**src/rtl/ovl_pkg.sv**
```systemverilog
package ovl_pkg;
  // Voltage orderings, listed highest-middle-lowest
  typedef enum logic [2:0] {
    ORD_ABC, ORD_ACB, ORD_BAC, ORD_BCA, ORD_CAB, ORD_CBA
  } ovl_order_e;

  // 1/sqrt(3) in Q1.15
  localparam int INV_SQRT3_FRAC = 15;
  localparam int INV_SQRT3_Q    = 18919;
endpackage

```
**src/rtl/ovl_rank.sv**
```systemverilog
module ovl_rank
  import ovl_pkg::*;
#(
  parameter int VW    = 16,
  parameter int IW    = 16,
  parameter int KW    = 16,
  parameter int KFRAC = 16
) (
  input  logic                            clk,
  input  logic                            rst_n,
  input  logic                            v_i,
  input  logic signed [VW-1:0]            ua,
  input  logic signed [VW-1:0]            ub,
  input  logic signed [VW-1:0]            uc,
  input  logic        [IW-1:0]            idc,
  input  logic        [KW-1:0]            k_fstov,
  output logic                            v_o,
  output logic signed [IW+KW+1-KFRAC:0]   ea_o,
  output logic signed [IW+KW+1-KFRAC:0]   eb_o
);
  localparam int MW = IW + KW + 1 - KFRAC;
  localparam int EW = MW + 1;
  localparam int PW = IW + KW + 1;

  function automatic logic [MW-1:0] err_mag(input logic [IW-1:0] i, input logic [KW-1:0] k);
    logic [PW-1:0] p;
    p = (PW'(i) * PW'(k)) << 1;
    return MW'(p >> KFRAC);
  endfunction

  logic              a_ge_b, a_ge_c, b_ge_c;
  ovl_order_e        order;
  logic [2:0]        hi_sel, lo_sel;
  logic [MW-1:0]     mag;
  logic signed [EW-1:0] pos_e, neg_e, ea_n, eb_n;

  assign a_ge_b = (ua >= ub);
  assign a_ge_c = (ua >= uc);
  assign b_ge_c = (ub >= uc);
  assign mag    = err_mag(idc, k_fstov);
  assign pos_e  = $signed({1'b0, mag});
  assign neg_e  = -pos_e;

  always_comb begin
    if (a_ge_b && a_ge_c) order = b_ge_c ? ORD_ABC : ORD_ACB;
    else if (b_ge_c)      order = a_ge_c ? ORD_BAC : ORD_BCA;
    else                  order = a_ge_b ? ORD_CAB : ORD_CBA;
  end

  // bit 0 = phase a, bit 1 = phase b, bit 2 = phase c
  always_comb begin
    case (order)
      ORD_ABC: begin hi_sel = 3'b001; lo_sel = 3'b100; end
      ORD_ACB: begin hi_sel = 3'b001; lo_sel = 3'b010; end
      ORD_BAC: begin hi_sel = 3'b010; lo_sel = 3'b100; end
      ORD_BCA: begin hi_sel = 3'b010; lo_sel = 3'b001; end
      ORD_CAB: begin hi_sel = 3'b100; lo_sel = 3'b010; end
      default: begin hi_sel = 3'b100; lo_sel = 3'b001; end
    endcase
  end

  assign ea_n = hi_sel[0] ? neg_e : (lo_sel[0] ? pos_e : '0);
  assign eb_n = hi_sel[1] ? neg_e : (lo_sel[1] ? pos_e : '0);

  always_ff @(posedge clk or negedge rst_n) begin
    if (!rst_n) begin
      v_o  <= 1'b0;
      ea_o <= '0;
      eb_o <= '0;
    end else begin
      v_o <= v_i;
      if (v_i) begin
        ea_o <= ea_n;
        eb_o <= eb_n;
      end
    end
  end

  assert_one_high_one_low_R3: assert property (@(posedge clk) disable iff (!rst_n)
    v_i |-> ($countones(hi_sel) == 1) && ($countones(lo_sel) == 1) && ((hi_sel & lo_sel) == 3'b000));

  assert_a_low_strict_R4: assert property (@(posedge clk) disable iff (!rst_n)
    v_i && lo_sel[0] |-> (ua < ub) && (ua < uc));

  assert_c_high_strict_R4: assert property (@(posedge clk) disable iff (!rst_n)
    v_i && hi_sel[2] |-> (uc > ua) && (uc > ub));

  assert_zero_mag_R2: assert property (@(posedge clk) disable iff (!rst_n)
    v_i && ((idc == '0) || (k_fstov == '0)) |=> (ea_o == '0) && (eb_o == '0));
endmodule

```
**src/rtl/ovl_clarke.sv**
```systemverilog
module ovl_clarke
  import ovl_pkg::*;
#(
  parameter int EW = 18
) (
  input  logic                 clk,
  input  logic                 rst_n,
  input  logic                 v_i,
  input  logic signed [EW-1:0] ea_i,
  input  logic signed [EW-1:0] eb_i,
  output logic                 v_o,
  output logic signed [EW-1:0] alpha_o,
  output logic signed [EW:0]   beta_o
);
  localparam int SW  = EW + 2;
  localparam int PRW = SW + INV_SQRT3_FRAC + 2;

  function automatic logic signed [EW:0] beta_of(input logic signed [EW-1:0] a,
                                                  input logic signed [EW-1:0] b);
    logic signed [SW-1:0]  s;
    logic signed [PRW-1:0] pr;
    s  = SW'(a) + (SW'(b) <<< 1);
    pr = PRW'(s) * PRW'(INV_SQRT3_Q);
    return (EW+1)'(pr >>> INV_SQRT3_FRAC);
  endfunction

  always_ff @(posedge clk or negedge rst_n) begin
    if (!rst_n) begin
      v_o     <= 1'b0;
      alpha_o <= '0;
      beta_o  <= '0;
    end else begin
      v_o <= v_i;
      if (v_i) begin
        alpha_o <= ea_i;
        beta_o  <= beta_of(ea_i, eb_i);
      end
    end
  end

  assert_beta_sign_R5: assert property (@(posedge clk) disable iff (!rst_n)
    v_i && (ea_i == '0) && (eb_i > 0) |=> (beta_o > 0));
endmodule

```
**src/rtl/ovl_park.sv**
```systemverilog
module ovl_park #(
  parameter int EW    = 18,
  parameter int IW    = 16,
  parameter int TW    = 16,
  parameter int TFRAC = 14
) (
  input  logic                 clk,
  input  logic                 rst_n,
  input  logic                 v_i,
  input  logic signed [EW-1:0] alpha_i,
  input  logic signed [EW:0]   beta_i,
  input  logic signed [TW-1:0] sin_i,
  input  logic signed [TW-1:0] cos_i,
  input  logic signed [IW-1:0] idr_i,
  input  logic signed [IW-1:0] iqr_i,
  output logic                 v_o,
  output logic signed [IW-1:0] id_o,
  output logic signed [IW-1:0] iq_o
);
  localparam int BW = EW + 1;
  localparam int PW = BW + TW + 2;
  localparam logic signed [PW-1:0] SMAX = (PW'(1) <<< (IW-1)) - PW'(1);
  localparam logic signed [PW-1:0] SMIN = -SMAX - PW'(1);
  localparam logic signed [IW-1:0] OMAX = IW'(SMAX);
  localparam logic signed [IW-1:0] OMIN = IW'(SMIN);

  function automatic logic signed [PW-1:0] mac(input logic signed [BW-1:0] x1, input logic signed [TW-1:0] c1,
                                               input logic signed [BW-1:0] x2, input logic signed [TW-1:0] c2);
    return (PW'(x1) * PW'(c1) + PW'(x2) * PW'(c2)) >>> TFRAC;
  endfunction

  function automatic logic signed [IW-1:0] sat(input logic signed [PW-1:0] x);
    if (x > SMAX) return OMAX;
    if (x < SMIN) return OMIN;
    return IW'(x);
  endfunction

  logic signed [BW-1:0] a_w;
  logic signed [PW-1:0] dd, dq, id_w, iq_w;

  assign a_w  = BW'(alpha_i);
  assign dd   = mac(a_w, cos_i, beta_i, sin_i);
  assign dq   = mac(beta_i, cos_i, -a_w, sin_i);
  assign id_w = PW'(idr_i) - dd;
  assign iq_w = PW'(iqr_i) - dq;

  always_ff @(posedge clk or negedge rst_n) begin
    if (!rst_n) begin
      v_o  <= 1'b0;
      id_o <= '0;
      iq_o <= '0;
    end else begin
      v_o <= v_i;
      if (v_i) begin
        id_o <= sat(id_w);
        iq_o <= sat(iq_w);
      end
    end
  end

  assert_sat_high_R7: assert property (@(posedge clk) disable iff (!rst_n)
    v_i && (id_w > SMAX) |=> (id_o == OMAX));

  assert_sat_low_R7: assert property (@(posedge clk) disable iff (!rst_n)
    v_i && (iq_w < SMIN) |=> (iq_o == OMIN));

  assert_hold_R9: assert property (@(posedge clk) disable iff (!rst_n)
    !v_o |-> $stable(id_o) && $stable(iq_o));
endmodule

```
**src/rtl/ovl_comp.sv**
```systemverilog
module ovl_comp
  import ovl_pkg::*;
#(
  parameter int VW    = 16,
  parameter int IW    = 16,
  parameter int KW    = 16,
  parameter int KFRAC = 16,
  parameter int TW    = 16,
  parameter int TFRAC = 14
) (
  input  logic                 clk,
  input  logic                 rst_n,
  input  logic                 in_valid,
  input  logic signed [VW-1:0] ua,
  input  logic signed [VW-1:0] ub,
  input  logic signed [VW-1:0] uc,
  input  logic        [IW-1:0] idc,
  input  logic        [KW-1:0] k_fstov,
  input  logic signed [TW-1:0] sin_th,
  input  logic signed [TW-1:0] cos_th,
  input  logic signed [IW-1:0] id_ref,
  input  logic signed [IW-1:0] iq_ref,
  output logic                 out_valid,
  output logic signed [IW-1:0] id_cmd,
  output logic signed [IW-1:0] iq_cmd
);
  localparam int EW    = IW + KW + 2 - KFRAC;
  localparam int SIDEN = 2;

  typedef struct packed {
    logic signed [TW-1:0] s;
    logic signed [TW-1:0] c;
    logic signed [IW-1:0] idr;
    logic signed [IW-1:0] iqr;
  } side_t;

  side_t                side_q [SIDEN];
  logic                 v1, v2;
  logic signed [EW-1:0] ea1, eb1, alpha2;
  logic signed [EW:0]   beta2;

  always_ff @(posedge clk or negedge rst_n) begin
    if (!rst_n) begin
      for (int i = 0; i < SIDEN; i++) side_q[i] <= '0;
    end else begin
      side_q[0] <= {sin_th, cos_th, id_ref, iq_ref};
      for (int i = 1; i < SIDEN; i++) side_q[i] <= side_q[i-1];
    end
  end

  ovl_rank #(.VW(VW), .IW(IW), .KW(KW), .KFRAC(KFRAC)) u_rank (
    .clk(clk), .rst_n(rst_n), .v_i(in_valid), .ua(ua), .ub(ub), .uc(uc),
    .idc(idc), .k_fstov(k_fstov), .v_o(v1), .ea_o(ea1), .eb_o(eb1)
  );

  ovl_clarke #(.EW(EW)) u_clarke (
    .clk(clk), .rst_n(rst_n), .v_i(v1), .ea_i(ea1), .eb_i(eb1),
    .v_o(v2), .alpha_o(alpha2), .beta_o(beta2)
  );

  ovl_park #(.EW(EW), .IW(IW), .TW(TW), .TFRAC(TFRAC)) u_park (
    .clk(clk), .rst_n(rst_n), .v_i(v2), .alpha_i(alpha2), .beta_i(beta2),
    .sin_i(side_q[SIDEN-1].s), .cos_i(side_q[SIDEN-1].c),
    .idr_i(side_q[SIDEN-1].idr), .iqr_i(side_q[SIDEN-1].iqr),
    .v_o(out_valid), .id_o(id_cmd), .iq_o(iq_cmd)
  );

  assert_latency_R8: assert property (@(posedge clk) disable iff (!rst_n)
    out_valid == $past(in_valid, 3));
endmodule

```
**config.mk**
```make
export PLATFORM = sky130hd
export DESIGN_NAME = ovl_comp
export DESIGN_NICKNAME = d
export VERILOG_FILES = /design/src/rtl/ovl_pkg.sv /design/src/rtl/ovl_rank.sv /design/src/rtl/ovl_clarke.sv /design/src/rtl/ovl_park.sv /design/src/rtl/ovl_comp.sv
export SDC_FILE = /design/constraint.sdc
export NUM_CORES = 2
export LEC_CHECK = 0
export BUFFER_PORTS_ARGS = -buffer_cell sky130_fd_sc_hd__buf_2
export CAP_MARGIN = 10
export CELL_PAD_IN_SITES_DETAIL_PLACEMENT = 1
export CELL_PAD_IN_SITES_GLOBAL_PLACEMENT = 1
export CORE_MARGIN = 5
export CORE_UTILIZATION = 30
export CTS_BUF_LIST = sky130_fd_sc_hd__clkbuf_4 sky130_fd_sc_hd__clkbuf_8 sky130_fd_sc_hd__clkbuf_16
export CTS_CLUSTER_SIZE = 30
export DETAILED_ROUTE_END_ITERATION = 12
export GPL_TIMING_DRIVEN = 0
export PLACE_DENSITY = 0.59
export SYNTH_ARGS = -nofsm -noshare
export SYNTH_HDL_FRONTEND = slang
export SYNTH_SLANG_ARGS = --single-unit
```
**constraint.sdc**
```tcl
create_clock -name clk -period 15.2 [get_ports clk]
set_clock_uncertainty 0.15 [all_clocks]
set_input_delay 1.52 -clock clk [delete_from_list [all_inputs] [get_ports clk]]
set_output_delay 1.52 -clock clk [all_outputs]
set_load 0.005 [all_outputs]
```
**Word level (Yosys, flattened, before mapping)**

Index checks and enable logic that the tools add are counted.

- Register bits: 236
- Bits of input ports: 147
- Output and inout bits: 33
- Logic and storage cells: 76

- Add/subtract/negate cells: 7
- Multiply operators: 6
- $lt $le $gt $ge: 7
- Eq/ne operators: 4
- Multiplexer cells: 29
- Reductions and logical operators: 6

Operators with widths:

| cell | number |
|---|---|
| $mux W16 | 8 |
| $mul A19 B16 Y35 | 3 |
| $gt A37 B16 Y1 const B | 2 |
| $lt A37 B16 Y1 const B | 2 |
| $ge A16 B16 Y1 | 3 |
| $sub A16 B23 Y24 | 2 |
| $add A34 B35 Y36 | 1 |
| $add A35 B35 Y36 | 1 |
| $mux W18 | 2 |
| $mul A18 B16 Y34 | 1 |
| $mul A20 B16 Y34 const B | 1 |
| $mux W17 | 2 |
| $mul A16 B16 Y32 | 1 |
| $add A18 B19 Y20 | 1 |
| $neg A18 Y19 | 1 |
| $neg A17 Y18 | 1 |
| $mux W1 | 13 |
| $pmux W2 S2 | 2 |
| $reduce_or A2 Y1 | 4 |
| $eq A3 B2 Y1 const B | 2 |
| $mux W3 | 2 |
| $eq A3 B1 Y1 const B | 1 |
| $eq A3 B3 Y1 const B | 1 |
| $logic_not A3 Y1 | 1 |
| $logic_and A1 B1 Y1 | 1 |

**Logic depth before layout (Yosys ltp)**

- Word-level depth: 11
- Gate-level depth with buffers: 47
- Gate-level depth less buffers: 45

**Modules after synthesis**

From an unflattened synthesis, not the netlist that was laid out.

- Cells, all modules: 7625
- Area, all modules: 71330.9 um2

Modules (own cells, without submodules):

| module | times used | cells an instance | area an instance (um2) | seq. area each (um2) |
|---|---|---|---|---|
| ovl_park | 1 | 5323 | 48477.7 | 825.8 |
| ovl_rank | 1 | 1369 | 11659.9 | 925.9 |
| ovl_clarke | 1 | 805 | 7990.2 | 950.9 |
| ovl_comp | 1 | 128 | 3203.1 | 3203.1 |

**Worst setup path before layout**

OpenSTA, ideal clock, no wires.

- Path kind: flip-flop to flip-flop
- Start point: register u_clarke.alpha_o[5]
- End point: register u_park.iq_o[10]
- Setup time: 0.087 ns
- Arrival: 10.785 ns
- Required time: 14.963 ns
- Setup slack: 4.178 ns
- Cell stages (with the launch flop): 41
- Path buffers: 3
- Period minus slack after synthesis: 11.022 ns
- Cell sequence: dfrtp_1 -> clkbuf_1 -> nor4_1 -> nand4_1 -> nor3_1 -> xnor2_1 -> clkbuf_1 -> and2_1 -> fa_1 -> fa_1 -> inv_1 -> fa_1 -> inv_1 -> fa_1 -> fa_1 -> fa_1 -> fa_1 -> inv_1 -> [... 5 more ...] -> o21ai_0 -> nand2b_1 -> a21oi_1 -> a311oi_1 -> a221oi_1 -> nor2_1 -> o21a_1 -> or2_2 -> ha_1 -> a311o_1 -> a2111oi_0 -> a21oi_1 -> xnor2_1 -> or4_1 -> nor4_4 -> buf_2 -> nand4_1 -> o211ai_1

- Word-level cells in the longest chain between the ends: 10
- Elaborated cells on any way between the ends: 14
- Those cells by class: add/sub: 3; mul: 1; order compare: 2; mux: 8

Ends and longest elaborated chain:

| item | RTL line | text |
|---|---|---|
| start, declared | ovl_clarke.sv:12 | `output logic signed [EW-1:0] alpha_o,` |
| start signal, assigned | ovl_clarke.sv:35 | `alpha_o <= ea_i;` |
| $neg A18 Y19 (*) | ovl_park.sv:43 | `assign dq = mac(beta_i, cos_i, -a_w, sin_i);` |
| $mul A19 B16 Y35 (*) | ovl_park.sv:29 | `return (PW'(x1) * PW'(c1) + PW'(x2) * PW'(c2)) >>> TFRAC;` |
| $add A35 B35 Y36 (*) | ovl_park.sv:29 |  |
| $sub A16 B23 Y24 (*) | ovl_park.sv:45 | `assign iq_w = PW'(iqr_i) - dq;` |
| $lt A37 B16 Y1 | ovl_park.sv:34 | `if (x < SMIN) return OMIN;` |
| $mux W1 (2 in series) | ovl_park.sv:34 |  |
| $mux W1 | ovl_park.sv:54 | `if (v_i) begin` |
| $mux W16 | ovl_park.sv:35 | `return IW'(x);` |
| $mux W16 (*) | ovl_park.sv:34 |  |
| end signal, assigned | ovl_park.sv:56 | `iq_o <= sat(iq_w);` |
| end, declared | ovl_park.sv:18 | `output logic signed [IW-1:0] iq_o` |

Mark *: on every way between the ends. The rest lies on a longest branch, timed or not. The select of a mux whose other input is x is not followed.
A chain may end at the register's enable or synchronous reset.

**Worst setup path after layout**

- Start point: register u_clarke.alpha_o[0]
- End point: register u_park.iq_o[8]

The elaborated chain is that of the path after synthesis.

==> results.md <==
- CP max FO: 10
- Die ar.: about 0.25 mm2
- Die Height: 495.1 um
- Dpl hpwl: around 210 mm
- First drt pass iteration count: 5
- Seq cells post-synth: around 240
- Fmax: ~69 MHz
- Number of synthesized flops with an enable pin: 0
- Setup TNS: 0 ns
- Required time of the critical path: 15.60 ns
- GRT Util Overall: 20.25%
- Starting Density: between 30 and 40%
- RSZ-0062 raised after global routing: false
- Most common cell after layout, fill and taps aside: inv_1
- Worst rel slew slack: 8.771%
- Hold Crit Class: flip-flop to flip-flop
- Sequential-to-total area share from yosys stat: 8.367%
- Clk_lat worst skew: ~0.65 ns
- I/O Pins: 180
- Vias per inst: about 4.7
- Synth cell types: roughly 100
- Initial drt markers: around 2,600
- Syn_area_per_cell: around 9.4 um2
- Worst path most repeated cell: fa_1
- DRC viols: 0
- # rows: approximately 180
- Synth top area cells: fa_1, ha_1, inv_1
- Final setup viols: 0
- Clock root buffer: clkbuf_16
- Worst Setup Path Type: flip-flop to flip-flop
- Crit path max-delay family: adder cells
- Synth Instances: 7,471
- Initial antenna violation count: 31
- CP max stage delay: around 0.74 ns
- GRT overflow: 0
- Max stage delay cell, worst path: xnor2_2
- Critical path endpoint category: flip-flop
- Worst slew pin tran: ~1.4 ns
- Placed standard-cell area: ~0.076 mm2
- Area Overhead vs Synth: 9.062%
- Finished layout cell area: roughly 0.077 mm2
- DRT antenna net count: 0
- Synth area leader: fa_1
- Crit path buffers/inverters: 7
- GP Congestion: ~0.91
- Routed via count: just over 50,000
- Total CTS buffers: 35
- CORE AREA: about 0.23 mm2
- Synth Warn #: 0
- CTS tree: done
- Pin count of the biggest net entering global routing: 93
- Clock buffer depth: 3
- Clk sink count: 236
- Total of max-cap violations: 0
- Final min period: about 14 ns
- Die W: approximately 500 um
- Most frequent cells in the layout: inv_1, fa_1, nand2_1
- Critical Path Start Type: flip-flop
- Clk slew on worst S/H paths: 0.06 ns
- Share of layout cells above drive strength 1: roughly 4.7%
- Final Hold Viols: 0
- Post CTS Setup Buffer Count: 0
- Port bufs: 179
- FFs w/ async S/R, synth: 100.0%
- Period utilization: approximately 95%
- H-Tree Level Count: 2
- Vias in the first global route: 58,835
- Max-slew violation count: 0
- Syn_nets: 9,913
- Data arrival time of the critical path: between 10 and 15 ns
- PostCTS Resize Cnt: 0
- Post-Syn Area: roughly 0.07 mm2
- First-pass GRT wire length: about 370 mm
- Synth top area share: between 40% and 50%
- Ys flop type: dfrtp_1
- Final Net Count: around 10,000
- Run status: complete, no violations
- Hold buffers post-CTS: 0
- Wirelength per Cell: ~22 um
- WL final: approximately 240 mm
cells by family (layout without fill, tap and decap cells):
kind of cell               after synthesis  after routing  share of synthesized area (%)
adders and majority gates             2295           2295                          58.30
buffers and inverters                 2239           2492                          11.93
and+or+nand+nor                       1951           1951                          13.23
AOI/OAI and AO/OA                      513            513                          5.011
DFF                                    236            236                          8.367
xor gates and xnor gates               193            193                          2.462
muxes                                   44             44                         0.6949
other                                    0             11                              0
stage by stage:
| step | instances | hold slack, ns | utilization [%] | setup WS, ns |
|---|---|---|---|---|
| detailed placement | 10809 | 0.1855 | 32.22 | 0.5019 |
| finish | 10885 | 0.1898 | 32.79 | 0.7960 |
| floorplan | 7471 | 0.1812 | - | 4.178 |
| global route | 10874 | 0.1983 | 32.78 | 0.07399 |
| global placement | 10800 | 0.1854 | 32.13 | 0.2471 |
| CTS | 10873 | 0.1907 | 32.76 | 0.4283 |
synthesized netlist by cell type, types with 11 or more instances:
cell type / count
o211ai_1: 30
a31oi_1: 25
a211oi_1: 18
xnor2_1: 126
xor2_1: 63
inv_1: 1918
and2_1: 503
nand3_1: 40
a21o_1: 66
nor2b_1: 48
nor3_1: 34
fa_1: 1656
or3_1: 11
clkbuf_1: 294
nand2_1: 981
o21bai_1: 12
nor4_1: 13
dfrtp_1: 236
or2_2: 12
mux2_2: 40
nor2_1: 168
o21a_1: 39
o21ai_0: 66
nand2b_1: 54
a22oi_1: 11
nand4_1: 37
a21oi_1: 132
buf_1: 18
and3_1: 21
ha_1: 639
o221ai_1: 16
state kept, by name (all words and copies together) (netlist names):
signal / flops
u_rank.eb_o: 18
u_rank.v_o: 1
u_clarke.v_o: 1
u_park.iq_o: 16
u_clarke.alpha_o: 18
u_park.v_o: 1
u_clarke.beta_o: 19
u_rank.ea_o: 18
u_park.id_o: 16
side_q: 128
layout make-up:
cell class | count | area (um2)
clock inverter | 24 | 340.3
clock buffer | 40 | 932.1
tap | 3150 | 3941
buffer | 320 | 1230
sequential | 236 | 5906
multi-input combinational | 4996 | 56340
timing repair buffer | 189 | 1062
antenna | 11 | 27.53
fill | 27329 | 157800
inverter | 1919 | 7203
layer usage:
metal / wire length [um] / vias to the layer above / global-route usage (%)
li1: - / 22490 / -
met1: 106100 / 27223 / 27.08
met2: 118100 / 1080 / 34.82
met3: 10710 / 269 / 2.330
met4: 7728 / 10 / 5.490
met5: 69 / - / 0
path summary, 6_finish.rpt:
check | to | cells past startpoint | slack (ns) | start
min in group asynchronous | side_q[34] | 1 | 0.65 | rst_n
worst max register to register | u_park.iq_o[8] | 39 | 0.80 | u_clarke.alpha_o[0]
worst min register to register | side_q[60] | 0 | 0.19 | side_q[124]
worst max-delay path | u_park.iq_o[8] | 39 | 0.80 | u_clarke.alpha_o[0]
worst min-delay path | side_q[60] | 0 | 0.19 | side_q[124]
max in group asynchronous | u_rank.eb_o[0] | 3 | 12.91 | rst_n
Power is not shown: default switching activity piles up to over one toggle a cycle in this logic, so the estimate is an artifact.
